===== src/rtl/bcache_pkg.sv =====
package bcache_pkg;
    typedef enum logic [1:0] {
        ST_IDLE,
        ST_WRITEBACK,
        ST_REFILL,
        ST_RESPOND
    } ctl_state_t;

    typedef enum logic [1:0] {
        LOP_NONE,
        LOP_FILL,
        LOP_STORE,
        LOP_CLEAN
    } line_op_t;
endpackage


===== src/rtl/bcache_line_store.sv =====
module bcache_line_store
    import bcache_pkg::*;
#(
    parameter int LINES        = 4,
    parameter int IDX_W        = 2,
    parameter int STORED_TAG_W = 3,
    parameter int DATA_W       = 8
) (
    input  logic                    clk,
    input  logic                    rst_n,
    input  logic [IDX_W-1:0]        rd_idx,
    input  line_op_t                op,
    input  logic [IDX_W-1:0]        op_idx,
    input  logic [STORED_TAG_W-1:0] op_tag,
    input  logic [DATA_W-1:0]       op_data,
    input  logic                    op_dirty,
    output logic                    rd_inv,
    output logic                    rd_mod,
    output logic                    rd_shr,
    output logic [STORED_TAG_W-1:0] rd_tag,
    output logic [DATA_W-1:0]       rd_data
);
    logic                    inv_q  [LINES];
    logic                    mod_q  [LINES];
    logic                    shr_q  [LINES];
    logic [STORED_TAG_W-1:0] tag_q  [LINES];
    logic [DATA_W-1:0]       data_q [LINES];

    for (genvar g = 0; g < LINES; g++) begin : g_line
        logic sel;
        assign sel = (op_idx == IDX_W'(g));

        always_ff @(posedge clk or negedge rst_n) begin
            if (!rst_n) begin
                inv_q[g]  <= 1'b1;
                mod_q[g]  <= 1'b0;
                shr_q[g]  <= 1'b0;
                tag_q[g]  <= '0;
                data_q[g] <= '0;
            end else if (sel) begin
                unique case (op)
                    LOP_FILL: begin
                        inv_q[g]  <= 1'b0;
                        tag_q[g]  <= op_tag;
                        data_q[g] <= op_data;
                        mod_q[g]  <= op_dirty;
                        shr_q[g]  <= ~op_dirty;
                    end
                    LOP_STORE: begin
                        data_q[g] <= op_data;
                        mod_q[g]  <= 1'b1;
                        shr_q[g]  <= 1'b0;
                    end
                    LOP_CLEAN: begin
                        mod_q[g]  <= 1'b0;
                        shr_q[g]  <= 1'b1;
                    end
                    default: ;
                endcase
            end
        end
    end

    always_comb begin
        rd_inv  = inv_q[rd_idx];
        rd_mod  = mod_q[rd_idx];
        rd_shr  = shr_q[rd_idx];
        rd_tag  = tag_q[rd_idx];
        rd_data = data_q[rd_idx];
    end
endmodule


===== src/rtl/bcache_stats.sv =====
module bcache_stats #(
    parameter int CNT_W = 16
) (
    input  logic             clk,
    input  logic             rst_n,
    input  logic             done,
    input  logic             was_hit,
    output logic [CNT_W-1:0] acc_count,
    output logic [CNT_W-1:0] hit_count
);
    always_ff @(posedge clk or negedge rst_n) begin
        if (!rst_n) begin
            acc_count <= '0;
            hit_count <= '0;
        end else if (done) begin
            acc_count <= acc_count + 1'b1;
            if (was_hit) hit_count <= hit_count + 1'b1;
        end
    end
endmodule


===== src/rtl/bcache_miss_fsm.sv =====
module bcache_miss_fsm
    import bcache_pkg::*;
(
    input  logic       clk,
    input  logic       rst_n,
    input  logic       cpu_req,
    input  logic       lookup_hit,
    input  logic       victim_dirty,
    input  logic       mem_ack,
    output ctl_state_t state,
    output logic       accept,
    output logic       respond,
    output logic       mem_req,
    output logic       mem_we
);
    ctl_state_t state_nx;

    always_ff @(posedge clk or negedge rst_n) begin
        if (!rst_n) state <= ST_IDLE;
        else        state <= state_nx;
    end

    always_comb begin
        state_nx = state;
        unique case (state)
            ST_IDLE: begin
                if (cpu_req) begin
                    if (lookup_hit)        state_nx = ST_RESPOND;
                    else if (victim_dirty) state_nx = ST_WRITEBACK;
                    else                   state_nx = ST_REFILL;
                end
            end
            ST_WRITEBACK: if (mem_ack) state_nx = ST_REFILL;
            ST_REFILL:    if (mem_ack) state_nx = ST_RESPOND;
            ST_RESPOND:   state_nx = ST_IDLE;
            default:      state_nx = ST_IDLE;
        endcase
    end

    always_comb begin
        accept  = 1'b0;
        respond = 1'b0;
        mem_req = 1'b0;
        mem_we  = 1'b0;
        unique case (state)
            ST_IDLE:      accept  = cpu_req;
            ST_WRITEBACK: begin mem_req = 1'b1; mem_we = 1'b1; end
            ST_REFILL:    mem_req = 1'b1;
            ST_RESPOND:   respond = 1'b1;
            default: ;
        endcase
    end
endmodule


===== src/rtl/bcache_top.sv =====
module bcache_top
    import bcache_pkg::*;
#(
    parameter int ADDR_W       = 4,
    parameter int LINES        = 4,
    parameter int DATA_W       = 8,
    parameter int STORED_TAG_W = 3,
    parameter int CNT_W        = 16
) (
    input  logic              clk,
    input  logic              rst_n,
    input  logic              cpu_req,
    input  logic              cpu_we,
    input  logic [ADDR_W-1:0] cpu_addr,
    input  logic [DATA_W-1:0] cpu_wdata,
    output logic [DATA_W-1:0] cpu_rdata,
    output logic              cpu_ready,
    output logic              cpu_hit,
    output logic              mem_req,
    output logic              mem_we,
    output logic [ADDR_W-1:0] mem_addr,
    output logic [DATA_W-1:0] mem_wdata,
    input  logic [DATA_W-1:0] mem_rdata,
    input  logic              mem_ack,
    output logic [CNT_W-1:0]  acc_count,
    output logic [CNT_W-1:0]  hit_count
);
    localparam int IDX_W = $clog2(LINES);
    localparam int TAG_W = ADDR_W - IDX_W;

    ctl_state_t state;
    logic accept, respond;

    logic [ADDR_W-1:0] addr_q;
    logic              we_q;
    logic [DATA_W-1:0] wdata_q;
    logic              hit_q;

    logic [IDX_W-1:0]        rd_idx;
    logic                    rd_inv, rd_mod, rd_shr;
    logic [STORED_TAG_W-1:0] rd_tag;
    logic [DATA_W-1:0]       rd_data;
    logic [STORED_TAG_W-1:0] tag_in_ext, tag_q_ext;
    logic                    lookup_hit, victim_dirty;

    line_op_t                op;
    logic [IDX_W-1:0]        op_idx;
    logic [DATA_W-1:0]       op_data;
    logic                    op_dirty;

    always_comb begin
        tag_in_ext = '0;
        tag_in_ext[TAG_W-1:0] = cpu_addr[ADDR_W-1:IDX_W];
        tag_q_ext = '0;
        tag_q_ext[TAG_W-1:0] = addr_q[ADDR_W-1:IDX_W];
    end

    assign rd_idx       = (state == ST_IDLE) ? cpu_addr[IDX_W-1:0] : addr_q[IDX_W-1:0];
    assign lookup_hit   = !rd_inv && (rd_mod || rd_shr) && (rd_tag == tag_in_ext);
    assign victim_dirty = !rd_inv && rd_mod;

    always_ff @(posedge clk or negedge rst_n) begin
        if (!rst_n) begin
            addr_q  <= '0;
            we_q    <= 1'b0;
            wdata_q <= '0;
            hit_q   <= 1'b0;
        end else if (accept) begin
            addr_q  <= cpu_addr;
            we_q    <= cpu_we;
            wdata_q <= cpu_wdata;
            hit_q   <= lookup_hit;
        end
    end

    always_comb begin
        op       = LOP_NONE;
        op_idx   = addr_q[IDX_W-1:0];
        op_data  = wdata_q;
        op_dirty = 1'b0;
        if (accept && lookup_hit && cpu_we) begin
            op      = LOP_STORE;
            op_idx  = cpu_addr[IDX_W-1:0];
            op_data = cpu_wdata;
        end else if (state == ST_WRITEBACK && mem_ack) begin
            op = LOP_CLEAN;
        end else if (state == ST_REFILL && mem_ack) begin
            op       = LOP_FILL;
            op_data  = we_q ? wdata_q : mem_rdata;
            op_dirty = we_q;
        end
    end

    bcache_miss_fsm u_fsm (
        .clk          (clk),
        .rst_n        (rst_n),
        .cpu_req      (cpu_req),
        .lookup_hit   (lookup_hit),
        .victim_dirty (victim_dirty),
        .mem_ack      (mem_ack),
        .state        (state),
        .accept       (accept),
        .respond      (respond),
        .mem_req      (mem_req),
        .mem_we       (mem_we)
    );

    bcache_line_store #(
        .LINES        (LINES),
        .IDX_W        (IDX_W),
        .STORED_TAG_W (STORED_TAG_W),
        .DATA_W       (DATA_W)
    ) u_store (
        .clk      (clk),
        .rst_n    (rst_n),
        .rd_idx   (rd_idx),
        .op       (op),
        .op_idx   (op_idx),
        .op_tag   (tag_q_ext),
        .op_data  (op_data),
        .op_dirty (op_dirty),
        .rd_inv   (rd_inv),
        .rd_mod   (rd_mod),
        .rd_shr   (rd_shr),
        .rd_tag   (rd_tag),
        .rd_data  (rd_data)
    );

    bcache_stats #(.CNT_W(CNT_W)) u_stats (
        .clk       (clk),
        .rst_n     (rst_n),
        .done      (respond),
        .was_hit   (hit_q),
        .acc_count (acc_count),
        .hit_count (hit_count)
    );

    assign mem_addr  = (state == ST_WRITEBACK) ? {rd_tag[TAG_W-1:0], addr_q[IDX_W-1:0]} : addr_q;
    assign mem_wdata = rd_data;
    assign cpu_ready = respond;
    assign cpu_hit   = respond && hit_q;
    assign cpu_rdata = respond ? rd_data : '0;
endmodule


===== config.mk =====
export PLATFORM = sky130hd
export DESIGN_NAME = bcache_top
export DESIGN_NICKNAME = d
export VERILOG_FILES = /design/src/rtl/bcache_pkg.sv /design/src/rtl/bcache_line_store.sv /design/src/rtl/bcache_stats.sv /design/src/rtl/bcache_miss_fsm.sv /design/src/rtl/bcache_top.sv
export SDC_FILE = /design/constraint.sdc
export NUM_CORES = 1
export LEC_CHECK = 0
export ABC_CLOCK_PERIOD_IN_PS = 4200
export BUFFER_PORTS_ARGS = -buffer_cell sky130_fd_sc_hd__buf_2
export CORE_UTILIZATION = 52
export DETAILED_ROUTE_END_ITERATION = 7
export PLACE_DENSITY = 0.81
export SYNTH_ARGS = -nofsm -noshare
export SYNTH_HDL_FRONTEND = slang
export SYNTH_HIERARCHICAL = 1
export SYNTH_SLANG_ARGS = --single-unit

===== constraint.sdc =====
create_clock -name clk -period 4.2 [get_ports clk]
set_input_delay 1.26 -clock clk [delete_from_list [all_inputs] [get_ports clk]]
set_output_delay 1.26 -clock clk [all_outputs]
set_load 0.005 [all_outputs]

==> summary.md <==
| Metric | Value |
|---|---|
| Startpoint of the worst hold path | `u_stats/hit_count[15]$_DFFE_PN0P_` |
| Synthesis Warnings | `6` |
| Setup Buffers After CTS | `0` |
| Critical setup path kind | `input pin to output pin` |
| CP Capture Type | `output pin` |
| Reg2Reg Depth | `10` |
| Pin count of the biggest net entering global routing | `61` |
| Final antenna-violating net count | `0` |
| IO buf count | `80` |
| Minimum clock period | `4.02 ns` |
| Initial antenna violation count | `0` |
| Placer Congestion | `0.809` |
| CP startpoint | `cpu_addr[0]` |
| R2R Path Start | `u_fsm/state[0]$_DFFE_PN0P_` |
| Power per cell area | `693 nW/um^2` |
| Placement Setup Slack | `0.0237 ns` |
| Final hold vios | `0` |
| Core Area | `9730 sq um` |
| Mean Syn Cell Area | `13.9 sq um` |
| Max-slew headroom | `49.9%` |
| Least-Margin Pin Slew | `0.752 ns` |
| Area of the multi-input gates | `2560 sq um` |
| Tot Pwr | `4.18 mW` |
| WP buf/inv | `3` |
| Lkg Pwr | `2.86 nW` |
| Via count of the first global-routing pass | `3325` |
| Levels on crit path | `6` |
| Critical Path Max Stage Delay | `0.62 ns` |
| Vias | `3237` |
| Required time of the critical path | `2.94 ns` |
| Initial core utilization | `53.6%` |
| R2R setup slack | `0.61 ns` |
| Post-route cell area | `6040 sq um` |
| Clock latency on the worst-skew pair | `0.36 ns` |
| Clock-pin slew on the worst setup and hold paths | `0.10 ns` |
| CP arrival | `2.76 ns` |
| DP HPWL | `7.48 mm` |
| Synth cell types | `49` |
| Die area | `10400 sq um` |
| Worst path slowest cell | `mux4_1` |
| Ratio of cells with drive above 1 in the final layout | `48.5%` |
| First-pass iteration count of the detailed router | `4` |
| Post-route clock period utilization | `95.7%` |
| Worst hold slack | `0.473 ns` |
| Post-Route Setup TNS | `0 ns` |
| Die height | `102 microns` |
| Layout Skew | `0.0181 ns` |
| DRC | `0` |
| Status | `complete, no violations` |
| DP Area | `5860 sq um` |
| VDD IR max | `0.415 mV` |
| # hold bufs at CTS | `0` |
| CTS tree | `yes` |
| First-pass GRT wire length | `16.5 mm` |
| PnR worst setup slack | `0.182 ns` |
| Vias per inst | `5.35` |
| Hold Crit Class | `flip-flop to flip-flop` |
| CTS Root Cell | `clkbuf_8` |
| Sequential share of the synthesized area | `50.0%` |
| Wire per inst | `16.8 microns` |
| Cells after synthesis | `376` |
| Fmax | `249 MHz` |
| H-tree Lvls | `3` |
| Clock Path Buffers | `2` |
| CTS Buf Count | `9` |
| Reg2Reg Capture Point | `u_store/data_q[9]$_DFFE_PN0P_` |
| Die W | `102 microns` |
| CP max FO | `8` |
| # rows | `36` |
| Hold depth | `1` |
| CTS resizes | `0` |
| Total Wirelength | `10.1 mm` |
| Initial DRC count | `110` |
| Critical Path Start Type | `input pin` |
| Top cell by count, worst path | `buf_2` |
| CP Cell Sequence | `buf_2 -> mux2_4 -> buf_4 -> mux4_1 -> and2_1 -> buf_2` |
| Max-Cap Viols | `0` |
| Sequential Area | `2610 sq um` |
| Yosys reg bits | `104` |
| I/O Pins | `81` |
| RSZ-0062 raised after global routing | `no` |
| # clock sinks | `104` |
| CP Capture Point | `cpu_rdata[6]` |
| Number of diodes | `0` |
| Gr usage total | `20.9%` |
| Global route total overflow | `0` |
| Max-slew violation count | `0` |
| Final setup viols | `0` |
| Area delta synth->final | `15.7%` |
| # nets final | `500` |
| Final-layout fill cell count | `785` |
| Crit-path leading delay family | `multiplexers` |
| Mapped cell area | `5220 sq um` |
## cells in the mapped netlist, drive strengths merged
cell    count  area share (%)
dfrtp     100              48
mux2       86              19
xnor2      18             3.0
nand2      17             1.3
and2       15             1.8
nor2       15             1.1
xor2       15             2.5
mux4       14             6.8
buf        12             2.0
inv        10            0.72
nand3      10             1.2
nor3       10             1.2
ha          8             1.9
nand4       8             1.5
a21oi       5            0.48
nor2b       5            0.84
dfstp       4             2.0
nor3b       4            0.89
and4        3            0.55
mux2i       3            0.58
and3        2            0.24
nand3b      2            0.29
clkbuf      1           0.072
conb        1           0.072
nand2b      1            0.12
nor4        1            0.41
nor4b       1            0.46
o2111a      1            0.24
o21a        1            0.14
o21ai       1           0.096
o21bai      1            0.14
o22ai       1            0.24
## registers in the layout, indices dropped and copies added (netlist names), 2 cells and up
signal and flops:
u_store/inv_q 4, u_store/shr_q 4, u_store/data_q 32, u_stats/hit_count 16
u_store/tag_q 12, u_store/mod_q 4, wdata_q 8, u_stats/acc_count 16
addr_q 4, u_fsm/state 2
## metrics by stage
step,utilization [%],cells
floorplan,-,379
global placement,60.2,589
detailed placement,60.2,589
CTS,62.0,605
global route,62.0,605
finish,62.0,605
## cell type report
| type | instances | share of cell area (%) |
|---|---|---|
| flip-flops and latches | 104 | 43.2 |
| multi-input cells | 252 | 42.4 |
| repair buffers | 90 | 8.12 |
| well taps | 133 | 2.76 |
| clock buffers | 9 | 2.05 |
| clock inverters | 7 | 0.891 |
| inverters | 10 | 0.622 |
## layout by cell type (no fill, tap or decap), drive strengths merged, types with 2 or more instances in the layout
master    count
mux2i         3
a21oi         5
buf          90
conb          4
clkinv        3
and4          3
ha            8
dfstp         4
inv          12
nor3b         4
and2         15
and3          2
dfrtp       100
xnor2        18
nor2b         5
nand3b        2
xor2         15
nor2         15
nand3        10
nor3         10
clkbuf        9
mux2         86
clkinvlp      2
nand2        17
mux4         14
nand4         8
## power by group
part	internal, mW	switching (mW)
clock	0.221	0.358
sequential	1.37	0.279
combinational	1.12	0.834
## cell families (layout without fill, tap and decap cells)
group / count (synthesis) / in the layout / synth area share [%]
flops: 104 / 104 / 50.0
compound gates: 10 / 10 / 1.34
simple gates: 94 / 94 / 11.9
fa+ha+maj: 8 / 8 / 1.92
other cells: 1 / 4 / 0.0719
buf+inv: 23 / 116 / 2.78
mux: 103 / 103 / 26.4
xor+xnor: 33 / 33 / 5.54
## worst min path at each step
stage	to	slack, ns
2_1_floorplan	u_store/data_q[11]$_DFFE_PN0P_	0.46
3_3_place_gp	u_stats/hit_count[15]$_DFFE_PN0P_	0.46
3_5_place_dp	u_stats/hit_count[15]$_DFFE_PN0P_	0.46
4_1_cts	u_stats/hit_count[15]$_DFFE_PN0P_	0.48
5_1_grt	u_stats/hit_count[15]$_DFFE_PN0P_	0.50
6_report	u_stats/hit_count[15]$_DFFE_PN0P_	0.47
## per-layer routing
layer | GRT usage [%] | vias up | wire length [microns]
met2 | 35.3 | 80 | 5010
met5 | 0 | - | 0
met4 | 4.84 | 0 | 65
li1 | - | 1517 | -
met3 | 4.24 | 6 | 350
met1 | 27.9 | 1634 | 4730
Power figures use the tool's default switching activity.
